<file path="config.mk">
export PLATFORM = sky130hd
export DESIGN_NAME = exc_entry_ctrl
export DESIGN_NICKNAME = d
export VERILOG_FILES = /design/src/rtl/exc_entry_pkg.sv /design/src/rtl/exc_cause_sel.sv /design/src/rtl/exc_state_calc.sv /design/src/rtl/exc_entry_ctrl.sv
export SDC_FILE = /design/constraint.sdc
export NUM_CORES = 1
export LEC_CHECK = 0
export BUFFER_PORTS_ARGS = -buffer_cell sky130_fd_sc_hd__buf_2
export CORE_ASPECT_RATIO = 1.75
export CORE_MARGIN = 10
export CORE_UTILIZATION = 48
export CTS_BUF_LIST = sky130_fd_sc_hd__clkbuf_4 sky130_fd_sc_hd__clkbuf_8 sky130_fd_sc_hd__clkbuf_16
export DETAILED_ROUTE_END_ITERATION = 10
export GPL_TIMING_DRIVEN = 0
export PLACE_DENSITY = 0.77
export SLEW_MARGIN = 20
export SYNTH_ARGS = -nofsm -noshare
export SYNTH_HDL_FRONTEND = slang
export SYNTH_SLANG_ARGS = --single-unit
</file>
<file path="constraint.sdc">
create_clock -name clk_i -period 1.8 [get_ports clk_i]
set_clock_uncertainty 0.2 [all_clocks]
set_input_delay 0.27 -clock clk_i [delete_from_list [all_inputs] [get_ports clk_i]]
set_output_delay 0.27 -clock clk_i [all_outputs]
set_load 0.005 [all_outputs]
</file>
<file path="src/rtl/exc_entry_pkg.sv">
package exc_entry_pkg;

   localparam int SR_W = 16;

   // status bit positions
   localparam int SR_SUPV    = 0;
   localparam int SR_TICK_EN = 1;
   localparam int SR_EXT_EN  = 2;
   localparam int SR_DMMU_EN = 5;
   localparam int SR_IMMU_EN = 6;
   localparam int SR_DSLOT_X = 13;

   localparam logic [SR_W-1:0] SR_RESET_VAL = 16'h0001;
   localparam logic [SR_W-1:0] SR_SUPV_BIT  = 16'h0001;
   localparam logic [SR_W-1:0] SR_DSX_BIT   = 16'h2000;
   localparam logic [SR_W-1:0] SR_OFF_MASK  = 16'h0066;

   // fixed cause codes
   localparam int CAUSE_TICK    = 5;
   localparam int CAUSE_EXT     = 8;
   localparam int CAUSE_SYSCALL = 12;

   typedef enum logic [2:0] {
      SRC_NONE = 3'd0,
      SRC_SYNC = 3'd1,
      SRC_TICK = 3'd2,
      SRC_EXT  = 3'd3,
      SRC_BAD  = 3'd4
   } exc_src_e;

endpackage

</file>
<file path="src/rtl/exc_cause_sel.sv">
module exc_cause_sel
   import exc_entry_pkg::*;
#(
   parameter int CAUSE_W    = 4,
   parameter int NUM_CAUSES = 14
) (
   input  logic               sync_valid_i,
   input  logic [CAUSE_W-1:0] sync_cause_i,
   input  logic               irq_ext_i,
   input  logic               irq_tick_i,
   input  logic               ext_en_i,
   input  logic               tick_en_i,
   output exc_src_e           src_o,
   output logic [CAUSE_W-1:0] cause_o
);

   localparam logic [CAUSE_W:0] LIMIT = (CAUSE_W+1)'(NUM_CAUSES);

   // priority: pipeline cause, then tick, then external
   always_comb begin
      src_o   = SRC_NONE;
      cause_o = '0;
      if (sync_valid_i) begin
         cause_o = sync_cause_i;
         if (sync_cause_i == '0 || {1'b0, sync_cause_i} >= LIMIT)
            src_o = SRC_BAD;
         else
            src_o = SRC_SYNC;
      end else if (irq_tick_i && tick_en_i) begin
         src_o   = SRC_TICK;
         cause_o = CAUSE_W'(CAUSE_TICK);
      end else if (irq_ext_i && ext_en_i) begin
         src_o   = SRC_EXT;
         cause_o = CAUSE_W'(CAUSE_EXT);
      end
   end

endmodule

</file>
<file path="src/rtl/exc_state_calc.sv">
module exc_state_calc
   import exc_entry_pkg::*;
#(
   parameter int XLEN      = 32,
   parameter int CAUSE_W   = 4,
   parameter int VEC_SHIFT = 8,
   parameter bit DSLOT_EN  = 1'b1
) (
   input  logic [SR_W-1:0]    sr_i,
   input  logic [XLEN-1:0]    pc_i,
   input  logic               in_dslot_i,
   input  logic               is_syscall_i,
   input  logic [CAUSE_W-1:0] cause_i,
   output logic [SR_W-1:0]    next_sr_o,
   output logic [SR_W-1:0]    next_esr_o,
   output logic [XLEN-1:0]    next_epcr_o,
   output logic [XLEN-1:0]    vector_o,
   output logic               dslot_taken_o
);

   localparam logic [XLEN-1:0] INSN_BYTES = XLEN'(4);

   logic            ds;
   logic [SR_W-1:0] sr_marked;

   generate
      if (DSLOT_EN) begin : g_dslot
         assign ds = in_dslot_i;
      end else begin : g_no_dslot
         assign ds = 1'b0;
      end
   endgenerate

   assign dslot_taken_o = ds;
   assign sr_marked     = ds ? (sr_i | SR_DSX_BIT) : sr_i;
   assign next_esr_o    = sr_marked;
   assign next_sr_o     = (sr_marked & ~SR_OFF_MASK) | SR_SUPV_BIT;
   assign next_epcr_o   = pc_i - (ds ? INSN_BYTES : '0)
                               + (is_syscall_i ? INSN_BYTES : '0);
   assign vector_o      = XLEN'(cause_i) << VEC_SHIFT;

endmodule

</file>
<file path="src/rtl/exc_entry_ctrl.sv">
module exc_entry_ctrl
   import exc_entry_pkg::*;
#(
   parameter int XLEN       = 32,
   parameter int CAUSE_W    = 4,
   parameter int NUM_CAUSES = 14,
   parameter int VEC_SHIFT  = 8,
   parameter bit DSLOT_EN   = 1'b1
) (
   input  logic               clk_i,
   input  logic               rst_ni,
   input  logic               irq_ext_i,
   input  logic               irq_tick_i,
   input  logic               sync_valid_i,
   input  logic [CAUSE_W-1:0] sync_cause_i,
   input  logic [XLEN-1:0]    pc_i,
   input  logic               in_dslot_i,
   input  logic               rfe_i,
   input  logic               sr_wr_i,
   input  logic [15:0]        sr_wr_data_i,
   output logic               redirect_o,
   output logic [XLEN-1:0]    redirect_pc_o,
   output logic               tlb_flush_o,
   output logic               fatal_o,
   output logic [CAUSE_W-1:0] cause_o,
   output logic               dslot_clr_o,
   output logic [15:0]        sr_o,
   output logic [15:0]        esr_o,
   output logic [XLEN-1:0]    epcr_o
);

   generate
      if (NUM_CAUSES > (1 << CAUSE_W) || NUM_CAUSES < 2) begin : g_bad_ncause
         $error("NUM_CAUSES must lie in 2 .. 2**CAUSE_W");
      end
      if (CAUSE_SYSCALL >= NUM_CAUSES || CAUSE_EXT >= NUM_CAUSES ||
          CAUSE_TICK >= NUM_CAUSES) begin : g_bad_codes
         $error("fixed cause codes must be below NUM_CAUSES");
      end
      if (VEC_SHIFT + CAUSE_W > XLEN) begin : g_bad_vec
         $error("vector address does not fit in XLEN");
      end
      if (XLEN < 8) begin : g_bad_xlen
         $error("XLEN too small");
      end
   endgenerate

   exc_src_e           src;
   logic [CAUSE_W-1:0] sel_cause;
   logic [SR_W-1:0]    sr_q, esr_q, n_sr, n_esr;
   logic [XLEN-1:0]    epcr_q, n_epcr, vector, redir_pc_q;
   logic               ds_taken, is_sys;
   logic               redirect_q, flush_q, fatal_q, dsclr_q;
   logic [CAUSE_W-1:0] cause_q;

   exc_cause_sel #(
      .CAUSE_W   (CAUSE_W),
      .NUM_CAUSES(NUM_CAUSES)
   ) u_sel (
      .sync_valid_i(sync_valid_i),
      .sync_cause_i(sync_cause_i),
      .irq_ext_i   (irq_ext_i),
      .irq_tick_i  (irq_tick_i),
      .ext_en_i    (sr_q[SR_EXT_EN]),
      .tick_en_i   (sr_q[SR_TICK_EN]),
      .src_o       (src),
      .cause_o     (sel_cause)
   );

   assign is_sys = (src == SRC_SYNC) && (sel_cause == CAUSE_W'(CAUSE_SYSCALL));

   exc_state_calc #(
      .XLEN     (XLEN),
      .CAUSE_W  (CAUSE_W),
      .VEC_SHIFT(VEC_SHIFT),
      .DSLOT_EN (DSLOT_EN)
   ) u_calc (
      .sr_i         (sr_q),
      .pc_i         (pc_i),
      .in_dslot_i   (in_dslot_i),
      .is_syscall_i (is_sys),
      .cause_i      (sel_cause),
      .next_sr_o    (n_sr),
      .next_esr_o   (n_esr),
      .next_epcr_o  (n_epcr),
      .vector_o     (vector),
      .dslot_taken_o(ds_taken)
   );

   always_ff @(posedge clk_i or negedge rst_ni) begin
      if (!rst_ni) begin
         sr_q       <= SR_RESET_VAL;
         esr_q      <= '0;
         epcr_q     <= '0;
         redir_pc_q <= '0;
         redirect_q <= 1'b0;
         flush_q    <= 1'b0;
         fatal_q    <= 1'b0;
         dsclr_q    <= 1'b0;
         cause_q    <= '0;
      end else begin
         redirect_q <= 1'b0;
         flush_q    <= 1'b0;
         fatal_q    <= 1'b0;
         dsclr_q    <= 1'b0;
         cause_q    <= '0;
         case (src)
            SRC_SYNC, SRC_TICK, SRC_EXT: begin
               sr_q       <= n_sr;
               esr_q      <= n_esr;
               epcr_q     <= n_epcr;
               redirect_q <= 1'b1;
               redir_pc_q <= vector;
               flush_q    <= 1'b1;
               cause_q    <= sel_cause;
               dsclr_q    <= ds_taken;
            end
            SRC_BAD: begin
               fatal_q <= 1'b1;
            end
            default: begin
               if (rfe_i) begin
                  sr_q       <= esr_q;
                  redirect_q <= 1'b1;
                  redir_pc_q <= epcr_q;
               end else if (sr_wr_i) begin
                  sr_q <= sr_wr_data_i;
               end
            end
         endcase
      end
   end

   assign redirect_o    = redirect_q;
   assign redirect_pc_o = redir_pc_q;
   assign tlb_flush_o   = flush_q;
   assign fatal_o       = fatal_q;
   assign cause_o       = cause_q;
   assign dslot_clr_o   = dsclr_q;
   assign sr_o          = sr_q;
   assign esr_o         = esr_q;
   assign epcr_o        = epcr_q;

endmodule

</file>
### Word-level counts from Yosys, hierarchy flattened

Cells that the tools add are included.
Widths: inputs -> output; s select.

* word-level logic and storage cells: 49
* output and inout bits: 104
* register bits after elaboration: 104
* input port bits: 60

* bitwise logic cells: 1
* magnitude comparators: 1
* eq/ne operators: 5
* mux-type cells: 21
* add/subtract/negate cells: 2
* reductions and logical operators: 10

Operators with widths (count)
* $pmux 32 s2: 1
* $add 32x3->32: 1
* $mux 16: 2
* $mux 32: 1
* $pmux 16 s2: 1
* $sub 32x3->32: 1
* $mux 4: 4
* $mux 3: 5
* $mux 14: 1
* $eq 3x2->1 const B: 2
* $eq 4x4->1 const B: 1
* $ge 4x4->1 const B: 1
* $logic_not 4->1: 1
* $mux 1: 4
* $reduce_and 2->1: 2
* $eq 3x1->1 const B: 1
* $eq 3x3->1 const B: 1
* $logic_and 1x1->1: 3
* $reduce_bool 3->1: 1
* $reduce_or 3->1: 1
* $mux 2: 1
* $pmux 1 s2: 1
* $reduce_bool 2->1: 1
* $logic_or 1x1->1: 1
* $not 1->1: 1

### Longest topological paths before layout

* word-level depth: 8
* mapped depth: 12
* depth with buffers taken out: 12

### Hierarchy

A second synthesis with hierarchy kept.

* cell total of the unflattened synthesis: 649
* area, all modules: 7110.6 um^2

By module, submodules not included
* exc_entry_ctrl: area an instance 4714.5 um^2, sequential area each 2603.7 um^2, times used 1, cells an instance 298
* exc_state_calc: area an instance 2297.2 um^2, sequential area each 0.0 um^2, times used 1, cells an instance 336
* exc_cause_sel: area an instance 98.8 um^2, sequential area each 0.0 um^2, times used 1, cells an instance 15

### Worst setup path after synthesis

OpenSTA, ideal clock, no wires.

* path kind: input-to-reg
* start: in sync_cause_i[0]
* end: reg epcr_q[27], in the netlist epcr_o[27]
* arrival time: 2.684 ns
* library setup time: 0.132 ns
* buffers on the path: 0
* slack: -1.215 ns
* stages: 12
* required time: 1.468 ns
* path through: nor2_1 -> nand4_1 -> fa_1 -> inv_1 -> ha_1 -> o211ai_1 -> a211oi_1 -> o32a_1 -> a22o_1 -> nor3b_4 -> mux2i_1 -> nand4_1

* cells in the longest elaborated chain, start to end: 8
* elaborated cells between the ends (all ways): 14
* those cells by class: add/sub: 1; order compare: 1; eq/ne: 4; mux: 4; reduce/logical: 4

RTL lines
* start, declared: line exc_entry_ctrl.sv:15 `input logic [CAUSE_W-1:0] sync_cause_i,`
* $ge 4x4->1 / $logic_not 4->1 (equally long branches): line exc_cause_sel.sv:25 `if (sync_cause_i == '0 || {1'b0, sync_cause_i} >= LIMIT)`
* $logic_or 1x1->1: line exc_cause_sel.sv:25
* $mux 3: line exc_cause_sel.sv:25
* $mux 3: line exc_cause_sel.sv:23 `if (sync_valid_i) begin`
* $eq 3x1->1: line exc_entry_ctrl.sv:70, exc_entry_ctrl.sv:107
* $logic_and 1x1->1: line exc_entry_ctrl.sv:70 `assign is_sys = (src == SRC_SYNC) && (sel_cause == CAUSE_W'(CAUSE_SYSCALL));`
* $mux 3: line exc_state_calc.sv:39 `+ (is_syscall_i ? INSN_BYTES : '0);`
* $add 32x3->32: line exc_state_calc.sv:39
* end signal, assigned: line exc_entry_ctrl.sv:111 `epcr_q <= n_epcr;`
* end, declared: line exc_entry_ctrl.sv:51 `logic [XLEN-1:0] epcr_q, n_epcr, vector, redir_pc_q;`

Several ways; a longest one is shown, not always the timed one.
A chain may end at the register's enable or synchronous reset.

### Worst setup path in the final report

Same ends and word-level chain as after synthesis.

==> results by group <==
Place
  • Gp weighted congestion: ~0.87
  • Final HPWL DP: between 10000 and 15000 um
  • Place WS: -1704 ps
  • Placed cell count: between 1000 and 1500
  • IO Port Bufs: between 150 and 200

Flow run
  • Max Cap Viol: 0

Worst setup path
  • Largest fanout on the critical path: 3
  • FF-to-FF End: epcr_o[21]$_DFFE_PN0P_
  • Critical Path AT: roughly 3000 ps
  • Element type at the critical path start: input pin
  • CP endpoint kind: flop
  • Worst reg2reg setup slack: -210 ps
  • Worst setup endpoint: epcr_o[27]$_DFFE_PN0P_
  • Reg2reg start: sr_o[1]$_DFFE_PN0P_
  • CP Launch Point: sync_cause_i[0]
  • Crit path kind: input pin to flop
  • Required time of the critical path: roughly 1800 ps
  • FF-to-FF path depth: 7

Pwr
  • Switch share: 34.62%
  • Total power: about 7.8 mW
  • Clock share of power: a little under a quarter
  • Worst IR Drop VDD: just under 500 uV
  • Internal power: between 5 and 6 mW
  • P per Cell Area: between 900 and 1000 nW/um2
  • Leakage: slightly above 4 nW
  • Flop pwr share: about two fifths
  • Net Switching: around 2.7 mW
  • Combinational power share: 36.1%

Clock network
  • Htree depth: 3
  • CTS tree: yes
  • Latest clock arrival within the worst-skew pair: between 300 and 400 ps
  • CTS root buffer: clkbuf_16
  • Clock sinks: ~100
  • Cts bufs inserted: 9
  • Clock-pin slew on the worst setup and hold paths: ~70 ps
  • Clock tree buffer depth: 2

Synthesis
  • Synthesis-stage register bit count: approximately 100
  • Main combinational cell family by area after synthesis: compound AO/OA/AOI/OAI gates
  • Synth Area in Simple Gates: between 15 and 20%
  • Fraction of registers with async set/reset: between 90% and 100%
  • Main flop type after synthesis: dfrtp_1
  • Compound-Gate Fraction of Synth Area: between 15 and 20%
  • Mapped cell area: 6011 um2
  • Number of synthesis warnings: 0
  • Mux cell area share after synthesis: under 10%
  • Synth Area per Inst: a little under 9 um2
  • Yosys cell types: 66
  • Post-Syn Nets: about 780
  • Synth area leaders: dfrtp_1 43%, nand2_1 8.4%, ha_1 6.2%
  • Post-Synth Adder-Cell Area: 6.578%
  • Yosys top cell area share: around 43%
  • XOR/XNOR Fraction of Synth Area: between 3 and 4%
  • Largest area contributor in the netlist: dfrtp_1
  • Number of synthesized flops with an enable pin: 0
  • Seq/Total Area, Yosys: 43.32%
  • Synth Instances: 693

Timing
  • Setup WS post-layout: -1185 ps
  • Final setup fails: 96
  • RSZ-0062 raised after global routing: yes
  • Hold Fails Final Rpt: 0
  • Post-layout minimum cycle time: a little under 3000 ps
  • Post-route clock period utilization: 165.8%
  • Slew Limit Headroom: a little under half
  • FMAX: about 340 MHz
  • Tightest Pin Transition: approximately 790 ps
  • Max Slew Vio Count: 0
  • Min Hold Slack: around 18 ps

Route
  • Router iterations before antenna repair: 5
  • Drt wl/cell: roughly 18 um
  • Vias per Instance: ~5.4
  • Final wirelength: a little under 20000 um
  • DRT antenna net count: 0
  • Post-route DRC: 0
  • Vias: 5800
  • DR iter-0 viols: approximately 350

Global routing
  • Total grt overflow: 0
  • Initial antenna violation count: 0
  • First-pass GRT wire length: around 31000 um
  • Vias in the first global route: 5852
  • Busiest layer in global routing: met2
  • Pin count of the biggest net entering global routing: between 60 and 70
  • Total track usage: 21.47%
  • Routing usage on met2: between 40 and 50%
  • Met1 Use GR: 22.24%
  • Met3 GRT Util: under 10%

Run status
  • Status: finished with violations
  • Failing checks: negative setup slack

Cells and area
  • Fill count: approximately 1100
  • Antenna cells: 0
  • Post-Route Utilization: between 60% and 70%
  • Non-Filler Instances: between 1000 and 1500
  • Share of cells above drive strength 1: roughly 34%
  • Final Net Count: approximately 990
  • Area growth from synthesis to layout: 34.12%

Floorplan
  • Initial Util: between 40% and 50%
  • Die footprint: around 18000 um2
  • Die width: about 100 um
  • Core Box Area: ~12000 um2
  • Core Rows: 54
  • IO Pins: between 150 and 200
  • DIE HEIGHT: roughly 170 um

Worst hold path
  • HP Class: input pin to flop
per-layer routing:
layer / vias to the layer above / wire [um]
met3: 38 / 1092
met4: 0 / 666
met2: 189 / 10340
met1: 2767 / 7342
li1: 2806 / -
met5: - / 0
critical path, cell delays in order:
cell,delay (ps)
buf_8,100
nor2_4,80
nand4_1,130
fa_1,520
inv_2,70
ha_4,160
o211ai_1,270
a211oi_2,130
o32a_1,420
a22o_4,300
nor3b_4,230
mux2i_1,230
nand4_1,100
timing repair:
item / 4_1_cts / 5_1_grt
setup endpoints to repair: 98 / 98
pin swaps: 38 / 35
buffers inserted: 22 / 11
hold buffers: 2 / 0
hold endpoints to repair: 38 / 0
cloned: 0 / 0
gates resized for setup: 83 / 33
per-stage QoR:
stage / instance area, um2 / TNS (ps)
after floorplan: 6098 / -22130
after global placement: 7119 / -156910
after detailed placement: 7153 / -75280
after CTS: 7875 / -30410
after global routing: 8061 / -45770
final: 8061 / -32180
cells in the mapped netlist (4+ instances only):
cell type	number
o21bai_1	5
inv_1	45
nand4_1	13
mux2i_1	15
a21oi_1	51
a31oi_1	5
and3_1	8
buf_4	15
o211ai_1	5
dfrtp_1	103
nor3_1	9
mux2_2	4
nor2_1	38
xor2_1	8
o21ai_0	69
ha_1	30
buf_2	9
nand3_1	7
nand2_1	134
xnor2_1	13
buf_1	4
a22o_1	5
a21o_1	11
clkbuf_1	21
o21ai_1	4
flip-flops by register name, summed over array words and instances, names as in the netlist:
register       cells
tlb_flush_o        1
dslot_clr_o        1
redirect_pc_o     32
fatal_o            1
epcr_o            32
cause_o            4
esr_o             16
redirect_o         1
sr_o              16
final cells by class:
class	instances	area, um2	share of cell area [%]
flip-flops and latches	104	2604	32.30
inverters	46	172.7	2.142
repair buffers	193	1147	14.23
clock inverters	6	35.03	0.4346
well taps	168	210.2	2.607
plain buffers	50	334.1	4.144
multi-input cells	493	3319	41.18
clock buffers	10	239.0	2.964
kinds of logic (layout without fill, tap and decap cells):
| group | Yosys count | after routing |
|---|---|---|
| compound gates | 191 | 191 |
| xor+xnor | 21 | 21 |
| fa+ha+maj | 31 | 31 |
| buf+inv | 96 | 305 |
| flops | 104 | 104 |
| mux | 19 | 19 |
| simple gates | 231 | 231 |
cells in the final DEF, fill, tap and decap left out, drive strengths merged, types with 3 or more instances in the layout:
cell type | synthesis | routed
a31oi | 5 | 5
clkbuf | 22 | 32
xor2 | 8 | 8
o21bai | 5 | 5
ha | 30 | 30
nand3 | 7 | 7
mux2i | 15 | 15
and4 | 3 | 3
a21o | 12 | 12
nor2 | 39 | 39
a22o | 5 | 5
and3 | 8 | 8
nor3 | 9 | 9
nor4 | 3 | 3
inv | 46 | 46
xnor2 | 13 | 13
buf | 28 | 219
or2 | 3 | 3
o21ai | 73 | 73
nand4 | 13 | 13
clkinv | 0 | 4
o31ai | 4 | 4
nand2 | 134 | 134
a211o | 3 | 3
a211oi | 3 | 3
mux2 | 4 | 4
a21oi | 53 | 53
dfrtp | 103 | 103
or3 | 3 | 3
o211ai | 5 | 5
power by group through the flow:
| stage | registers [mW] | logic (mW) | clock network [mW] |
|---|---|---|---|
| after floorplan | 3.24 | 1.31 | 0 |
| after global placement | 3.20 | 2.45 | 0 |
| after detailed placement | 3.23 | 2.51 | 0 |
| after CTS | 3.19 | 2.72 | 1.82 |
| after global routing | 3.26 | 3.12 | 1.92 |
| final | 3.19 | 2.82 | 1.81 |
worst min-delay path by stage:
stage                             startpoint                             to  cells past startpoint
2_1_floorplan                         rst_ni           cause_o[0]$_DFF_PN0_                      0
3_3_place_gp   redirect_pc_o[13]$_DFFE_PN0P_  redirect_pc_o[13]$_DFFE_PN0P_                      2
3_5_place_dp                          rst_ni   redirect_pc_o[8]$_DFFE_PN0P_                      1
4_1_cts                      sr_wr_data_i[0]            sr_o[0]$_DFFE_PN1P_                      3
5_1_grt                      sync_cause_i[2]           cause_o[2]$_DFF_PN0_                      3
6_report                     sr_wr_data_i[0]            sr_o[0]$_DFFE_PN1P_                      3
Power figures use the tool's default switching activity.
